**src/rtl/chstat_pkg.sv**
```systemverilog
package chstat_pkg;

    localparam int unsigned CS_BLK_BITS = 192;

    typedef enum logic [1:0] {
        RX_HUNT,
        RX_FILL,
        RX_FULL
    } rx_state_t;

    typedef enum logic {
        TX_IDLE,
        TX_RUN
    } tx_state_t;

endpackage

```
**src/rtl/chstat_rx_fill.sv**
```systemverilog
module chstat_rx_fill
    import chstat_pkg::*;
#(
    parameter int unsigned BLK_BITS = CS_BLK_BITS,
    localparam int unsigned CW = $clog2(BLK_BITS)
) (
    input  logic                clk,
    input  logic                rst_n,
    input  logic                bit_valid,
    input  logic                blk_start,
    input  logic                bit_a,
    input  logic                bit_b,
    input  logic                hold,
    output logic [BLK_BITS-1:0] d_a,
    output logic [BLK_BITS-1:0] d_b,
    output logic                xfer
);

    rx_state_t       state, state_nxt;
    logic [CW-1:0]   cnt;

    // state register
    always_ff @(posedge clk or negedge rst_n) begin
        if (!rst_n) state <= RX_HUNT;
        else        state <= state_nxt;
    end

    // next state and copy strobe
    always_comb begin
        state_nxt = state;
        xfer      = 1'b0;
        unique case (state)
            RX_HUNT: begin
                if (bit_valid && blk_start) state_nxt = RX_FILL;
            end
            RX_FILL: begin
                if (bit_valid && !blk_start && cnt == CW'(BLK_BITS - 1))
                    state_nxt = RX_FULL;
            end
            RX_FULL: begin
                if (bit_valid && blk_start) begin
                    state_nxt = RX_FILL;
                    xfer      = !hold;
                end
            end
            default: state_nxt = RX_HUNT;
        endcase
    end

    // capture store and frame index
    always_ff @(posedge clk or negedge rst_n) begin
        if (!rst_n) begin
            d_a <= '0;
            d_b <= '0;
            cnt <= '0;
        end else if (bit_valid) begin
            if (blk_start) begin
                d_a[0] <= bit_a;
                d_b[0] <= bit_b;
                cnt    <= CW'(1);
            end else if (state == RX_FILL) begin
                d_a[cnt] <= bit_a;
                d_b[cnt] <= bit_b;
                cnt      <= cnt + 1'b1;
            end
        end
    end

endmodule

```
**src/rtl/chstat_host_store.sv**
```systemverilog
module chstat_host_store
    import chstat_pkg::*;
#(
    parameter int unsigned BLK_BITS  = CS_BLK_BITS,
    parameter int unsigned BASE_ADDR = 32,
    parameter int unsigned ADDR_W    = 7,
    localparam int unsigned NBYTES   = BLK_BITS / 8,
    localparam int unsigned TOP_ADDR = BASE_ADDR + 2 * NBYTES,
    localparam int unsigned BW       = $clog2(NBYTES)
) (
    input  logic                clk,
    input  logic                rst_n,
    input  logic                run_en,
    input  logic [ADDR_W-1:0]   addr,
    input  logic                wr,
    input  logic [7:0]          wdata,
    output logic [7:0]          rdata,
    input  logic                load,
    input  logic [BLK_BITS-1:0] d_a,
    input  logic [BLK_BITS-1:0] d_b,
    output logic [BLK_BITS-1:0] e_a,
    output logic [BLK_BITS-1:0] e_b
);

    logic          hit;
    logic          sel_b;
    int            off;
    logic [BW-1:0] byte_ix;
    logic [7:0]    byt_a [NBYTES];
    logic [7:0]    byt_b [NBYTES];

    // window decode
    always_comb begin
        hit     = run_en && (int'(addr) >= int'(BASE_ADDR)) && (int'(addr) < int'(TOP_ADDR));
        off     = int'(addr) - int'(BASE_ADDR);
        sel_b   = off >= int'(NBYTES);
        byte_ix = '0;
        if (hit) byte_ix = BW'(sel_b ? off - int'(NBYTES) : off);
    end

    // first serial bit of each byte lands in bit 7
    always_comb begin
        for (int k = 0; k < int'(NBYTES); k++) begin
            for (int i = 0; i < 8; i++) begin
                byt_a[k][7-i] = e_a[8*k+i];
                byt_b[k][7-i] = e_b[8*k+i];
            end
        end
    end

    always_comb begin
        rdata = 8'h00;
        if (hit) rdata = sel_b ? byt_b[byte_ix] : byt_a[byte_ix];
    end

    // host store: block copy has priority over a host byte write
    always_ff @(posedge clk or negedge rst_n) begin
        if (!rst_n) begin
            e_a <= '0;
            e_b <= '0;
        end else if (load) begin
            e_a <= d_a;
            e_b <= d_b;
        end else if (wr && hit) begin
            for (int i = 0; i < 8; i++) begin
                if (sel_b) e_b[int'(byte_ix)*8+i] <= wdata[7-i];
                else       e_a[int'(byte_ix)*8+i] <= wdata[7-i];
            end
        end
    end

endmodule

```
**src/rtl/chstat_tx_drain.sv**
```systemverilog
module chstat_tx_drain
    import chstat_pkg::*;
#(
    parameter int unsigned BLK_BITS = CS_BLK_BITS,
    localparam int unsigned CW = $clog2(BLK_BITS)
) (
    input  logic                clk,
    input  logic                rst_n,
    input  logic                frame_req,
    input  logic                blk_start,
    input  logic                hold,
    input  logic [BLK_BITS-1:0] e_a,
    input  logic [BLK_BITS-1:0] e_b,
    output logic                tx_a,
    output logic                tx_b,
    output logic                xfer
);

    tx_state_t            state, state_nxt;
    logic [CW-1:0]        ptr;
    logic [BLK_BITS-1:0]  f_a, f_b;

    // state register
    always_ff @(posedge clk or negedge rst_n) begin
        if (!rst_n) state <= TX_IDLE;
        else        state <= state_nxt;
    end

    // next state and copy strobe
    always_comb begin
        state_nxt = state;
        xfer      = frame_req && blk_start && !hold;
        unique case (state)
            TX_IDLE: if (frame_req && blk_start) state_nxt = TX_RUN;
            TX_RUN:  state_nxt = TX_RUN;
            default: state_nxt = TX_IDLE;
        endcase
    end

    // transmit store, pointer and registered bits
    always_ff @(posedge clk or negedge rst_n) begin
        if (!rst_n) begin
            f_a  <= '0;
            f_b  <= '0;
            ptr  <= '0;
            tx_a <= 1'b0;
            tx_b <= 1'b0;
        end else begin
            if (xfer) begin
                f_a <= e_a;
                f_b <= e_b;
            end
            if (frame_req) begin
                if (blk_start) begin
                    tx_a <= xfer ? e_a[0] : f_a[0];
                    tx_b <= xfer ? e_b[0] : f_b[0];
                    ptr  <= CW'(1);
                end else if (state == TX_RUN) begin
                    tx_a <= f_a[ptr];
                    tx_b <= f_b[ptr];
                    ptr  <= (ptr == CW'(BLK_BITS - 1)) ? '0 : ptr + 1'b1;
                end else begin
                    tx_a <= 1'b0;
                    tx_b <= 1'b0;
                end
            end
        end
    end

endmodule

```
**src/rtl/chstat_evt.sv**
```systemverilog
module chstat_evt #(
    parameter int unsigned NEVT = 2
) (
    input  logic            clk,
    input  logic            rst_n,
    input  logic [NEVT-1:0] set,
    input  logic [NEVT-1:0] clr,
    input  logic [NEVT-1:0] en,
    output logic [NEVT-1:0] stat,
    output logic            irq
);

    always_ff @(posedge clk or negedge rst_n) begin
        if (!rst_n) stat <= '0;
        else        stat <= set | (stat & ~clr);
    end

    always_comb irq = |(stat & en);

endmodule

```
**src/rtl/chstat_blkbuf.sv**
```systemverilog
module chstat_blkbuf
    import chstat_pkg::*;
#(
    parameter int unsigned BLK_BITS  = CS_BLK_BITS,
    parameter int unsigned BASE_ADDR = 32,
    parameter int unsigned ADDR_W    = 7
) (
    input  logic              clk,
    input  logic              rst_n,
    input  logic              run_en,
    input  logic              rx_valid,
    input  logic              rx_blk_start,
    input  logic              rx_ch_a,
    input  logic              rx_ch_b,
    input  logic              tx_frame_req,
    input  logic              tx_blk_start,
    output logic              tx_ch_a,
    output logic              tx_ch_b,
    input  logic [ADDR_W-1:0] host_addr,
    input  logic              host_wr,
    input  logic [7:0]        host_wdata,
    output logic [7:0]        host_rdata,
    input  logic              hold_rx2host,
    input  logic              hold_host2tx,
    input  logic [1:0]        evt_en,
    input  logic [1:0]        evt_clr,
    output logic [1:0]        evt_stat,
    output logic              irq
);

    logic [BLK_BITS-1:0] d_a, d_b, e_a, e_b;
    logic                d2e_fire, e2f_fire;

    chstat_rx_fill #(.BLK_BITS(BLK_BITS)) u_rx (
        .clk       (clk),
        .rst_n     (rst_n),
        .bit_valid (rx_valid),
        .blk_start (rx_blk_start),
        .bit_a     (rx_ch_a),
        .bit_b     (rx_ch_b),
        .hold      (hold_rx2host),
        .d_a       (d_a),
        .d_b       (d_b),
        .xfer      (d2e_fire)
    );

    chstat_host_store #(
        .BLK_BITS  (BLK_BITS),
        .BASE_ADDR (BASE_ADDR),
        .ADDR_W    (ADDR_W)
    ) u_host (
        .clk   (clk),
        .rst_n (rst_n),
        .run_en(run_en),
        .addr  (host_addr),
        .wr    (host_wr),
        .wdata (host_wdata),
        .rdata (host_rdata),
        .load  (d2e_fire),
        .d_a   (d_a),
        .d_b   (d_b),
        .e_a   (e_a),
        .e_b   (e_b)
    );

    chstat_tx_drain #(.BLK_BITS(BLK_BITS)) u_tx (
        .clk       (clk),
        .rst_n     (rst_n),
        .frame_req (tx_frame_req),
        .blk_start (tx_blk_start),
        .hold      (hold_host2tx),
        .e_a       (e_a),
        .e_b       (e_b),
        .tx_a      (tx_ch_a),
        .tx_b      (tx_ch_b),
        .xfer      (e2f_fire)
    );

    chstat_evt #(.NEVT(2)) u_evt (
        .clk   (clk),
        .rst_n (rst_n),
        .set   ({e2f_fire, d2e_fire}),
        .clr   (evt_clr),
        .en    (evt_en),
        .stat  (evt_stat),
        .irq   (irq)
    );

endmodule

```
**config.mk**
```make
export PLATFORM = sky130hd
export DESIGN_NAME = chstat_blkbuf
export DESIGN_NICKNAME = d
export VERILOG_FILES = /design/src/rtl/chstat_pkg.sv /design/src/rtl/chstat_rx_fill.sv /design/src/rtl/chstat_host_store.sv /design/src/rtl/chstat_tx_drain.sv /design/src/rtl/chstat_evt.sv /design/src/rtl/chstat_blkbuf.sv
export SDC_FILE = /design/constraint.sdc
export NUM_CORES = 2
export LEC_CHECK = 0
export BUFFER_PORTS_ARGS = -buffer_cell sky130_fd_sc_hd__buf_2
export CAP_MARGIN = 20
export CORE_MARGIN = 2
export CORE_UTILIZATION = 40
export DETAILED_ROUTE_END_ITERATION = 12
export GPL_TIMING_DRIVEN = 0
export PLACE_DENSITY_LB_ADDON = 0.1
export SLEW_MARGIN = 20
export SYNTH_ARGS = -nofsm -noshare
export SYNTH_HDL_FRONTEND = slang
export SYNTH_SLANG_ARGS = --single-unit
```
**constraint.sdc**
```tcl
create_clock -name clk -period 2.8 [get_ports clk]
set_input_delay 0.28 -clock clk [delete_from_list [all_inputs] [get_ports clk]]
set_output_delay 0.28 -clock clk [all_outputs]
set_load 0.005 [all_outputs]
```
==> summary.txt <==
Critical path
  – Critical path endpoint category: primary output
  – End of the worst register-to-register path: u_tx.tx_b$_DFFE_PN0P_
  – Largest stage delay on the critical path: 0.68 ns
  – Worst r2r path cells: 7
  – Worst Path Max Fanout: 10
  – Worst Setup Path Type: in -> out
  – R2r setup slk: -0.41 ns
  – Req. time, crit path: around 2.5 ns
  – Arrival time worst endpoint: ~3.3 ns
  – Worst setup SP type: input port
  – Crit path from: host_addr[1]
  – Top cell family by delay on the critical path: buffers and inverters
  – CP endpoint: host_rdata[0]
  – Reg2Reg Launch Point: u_tx.ptr[3]$_DFFE_PN0P_
  – Buf+Inv Stages, Crit Path: 5
  – Crit path max-delay cell type: clkbuf_1
  – CP Depth: 10
  – CP cell instances: clkbuf_4 -> clkinvlp_4 -> buf_4 -> clkbuf_1 -> o221ai_1 -> a32oi_2 -> and3_2 -> o211ai_1 -> a31oi_2 -> buf_2

Drt
  – Total Routed Length: about 270 mm
  – Routed Antenna Nets: 0
  – Initial DRC Count: ~5400
  – # DRC: 0
  – Via count: between 40000 and 50000
  – WL/cell: ~38 microns
  – Vias/cell: approximately 6.5
  – Drt pass-1 iters: 8

Power
  – Worst vdd ir: ~550 uV
  – Combinational Power Share: 15.0%
  – Leak: approximately 0.03 uW
  – Clock power share: 42.1%
  – Sw Share: a little under 30%
  – Pwr dens: around 650 nW/um^2
  – Seq pwr share: a little over two fifths
  – Pint: approximately 31000 uW
  – Net switching power: ~13000 uW

Logic synthesis
  – Register area share after synthesis: between 50% and 60%
  – Post-synthesis cell type count: 80
  – Share of the synthesized area in the top cell type: 53.0%
  – Syn. warnings: 0
  – Synth top cells by count: dfrtp_1 (1175), mux2_2 (777), nand2_1 (601)
  – Most used DFF post-synth: dfrtp_1
  – Top cells by area, synth: dfrtp_1 (53%), mux2_2 (16%), a22oi_1 (5.5%)
  – Synth Register Bits: ~1200
  – Post-Syn Instances: 4767
  – Number of synthesized flops with an enable pin: 0
  – Leading area contributor after synthesis: dfrtp_1
  – Syn nets: slightly below 5000
  – Post-synth ARST share: 100%
  – Post-synthesis cell area: 55500 sq um
  – Most common cell in the netlist: dfrtp_1
  – Avg Cell Area, Syn: 11.6 sq um

Floorplan
  – Die Span Y: 376 microns
  – IO Count: 44
  – Die area: approximately 140000 sq um
  – Rows: between 100 and 150
  – Die W: approximately 380 microns
  – Core Region: around 140000 sq um
  – Initial Utilization: between 40 and 50%

Final layout
  – Finished Core Util: between 40% and 50%
  – # nets final: 5104
  – Area Growth Syn to Fin: 20.6%
  – Share of cells above drive strength 1: 33.3%
  – Post-route cell area: between 60000 and 70000 sq um
  – Fillers: 12600

Global routing
  – Vias in the first global route: 43900
  – Largest net degree at the start of global routing: ~130
  – Overall Global Routing Usage: 37.4%
  – Total congestion overflow: 0
  – First-pass GRT wire length: 364 mm
  – Initial antenna violation count: 14

Timing
  – PnR worst setup slack: -0.758 ns
  – Part of the cycle the worst path needs: 127%
  – Setup TNS Final: -5.87 ns
  – WHS: between 0.06 and 0.07 ns
  – Actual slew at the worst max-slew pin: 1.18 ns
  – Minimum clock period after layout: roughly 3.6 ns
  – Fmax: roughly 280 MHz
  – Count of final setup violators: 10
  – Final Skew: around 0.022 ns
  – RSZ-0062 raised after global routing: true
  – Max-slew headroom: a little over a fifth
  – Max-slew violation count: 0
  – Final Hold Violating Endpoints: 0

Clock network
  – Sink Count: 1175
  – Num CTS Buffers: 135
  – Clock slew at reported path FFs: ~0.060 ns
  – Worst-skew pair later-pin latency: about 0.8 ns
  – CTS root buffer: clkbuf_16
  – CTS tree: built
  – Bufs on Longest Clock Path: 3
  – H-tree level count: 4

Status
  – Status: finished with violations
  – Failing checks: setup timing

Worst hold path
  – Worst Hold Class: in -> reg
  – Min-delay src: rx_ch_a

Place
  – Placed Area: between 50000 and 60000 sq um
  – Port bufs: 40
  – Gpl congestion: between 1 and 1.5
  – Hpwl dp: 197 mm

Run
  – Maxcap violations: 0
==> power groups by stage <==
stage,combinational [uW],sequential [uW],clock (uW)
6_report,6560,18700,18300
5_1_grt,6640,18700,19200
4_1_cts,6170,18600,18500
3_5_place_dp,5510,18900,0
3_3_place_gp,5300,18900,0
2_1_floorplan,2640,18500,0
==> stage by stage <==
step / worst slack [ns] / instances / total power [uW]
floorplan: 0.0397 / 4767 / 21100
global placement: -25.79 / 6601 / 24200
detailed placement: -3.41 / 6634 / 24400
CTS: -0.699 / 6936 / 43300
global route: -0.690 / 6955 / 44500
finish: -0.758 / 6964 / 43600
==> state kept, by name, indices dropped and copies added, names as in the netlist <==
name / cells
u_rx.d_a: 192
u_host.e_b: 192
u_host.e_a: 192
u_tx.tx_b: 1
u_tx.tx_a: 1
u_rx.state: 2
u_rx.cnt: 8
u_rx.d_b: 192
u_tx.ptr: 8
u_tx.f_b: 192
u_tx.state: 1
u_evt.stat: 2
u_tx.f_a: 192
==> repair_timing <==
item                                   CTS  global route
pin swaps                               60            57
setup endpoints to repair              756           502
setup buffers                           68            26
gates cloned                             2             1
resized for setup                      525           206
endpoints found under the hold margin  128             0
hold buffers                            10             0
==> worst reg2reg max path, stage by stage (launching register included) <==
cell and delay [ns]:
dfrtp_1 0.48, clkbuf_2 0.53, nor2_1 0.73, a22o_1 0.31, a221oi_4 0.07, o211ai_1 0.61
a31oi_2 0.25, a21oi_1 0.18
==> final cells by class <==
type / count / area, sq um / area share (%)
multi-input cells: 3142 / 25600 / 38.2
repair buffers: 179 / 2270 / 3.39
clock buffers: 199 / 4030 / 6.03
flip-flops and latches: 1175 / 29400 / 44.0
clock inverters: 37 / 480 / 0.718
well taps: 1794 / 2240 / 3.35
plain buffers: 389 / 2730 / 4.09
inverters: 40 / 174 / 0.260
diodes: 9 / 22.5 / 0.0337
==> layer usage <==
layer	vias to the layer above	GRT usage [%]	share of wire (%)	wire length, microns
li1	18200	-	-	-
met1	23600	50.3	41	108000
met2	2487	52.4	41	110000
met3	728	12.1	11	28300
met4	12	22.4	7.0	18700
met5	-	0	0.10	279
==> kinds of logic after synthesis <==
| family | Yosys count | synth area share [%] |
|---|---|---|
| mux | 964 | 21.2 |
| flops | 1175 | 53.0 |
| xor+xnor | 11 | 0.207 |
| buf+inv | 450 | 3.34 |
| simple gates | 917 | 7.36 |
| fa+ha+maj | 11 | 0.248 |
| compound gates | 1239 | 14.7 |
==> cells in the final DEF (no fill, tap or decap), drive strengths merged, types with 24 or more instances in the layout <==
master / count
mux2: 777
dfrtp: 1175
a22oi: 403
o211ai: 34
a21oi: 90
mux4: 92
nand2b: 24
o22ai: 37
a31oi: 34
mux2i: 95
o221ai: 45
o2bb2ai: 64
inv: 45
nor2: 138
nand2: 601
clkbuf: 477
nand3: 28
nor3: 34
buf: 279
o21ai: 449
clkinv: 24
==> worst min path at each step <==
stage                                endpoint  cells past startpoint
floorplan             u_evt.stat[0]$_DFF_PN0_                      0
global route          u_rx.d_a[6]$_DFFE_PN0P_                      2
detailed placement   u_rx.d_a[85]$_DFFE_PN0P_                      1
CTS                   u_rx.d_a[4]$_DFFE_PN0P_                      2
finish                u_rx.d_a[4]$_DFFE_PN0P_                      2
global placement    u_tx.f_b[104]$_DFFE_PN0P_                      2
No activity file was read; power rests on OpenSTA's default activity.
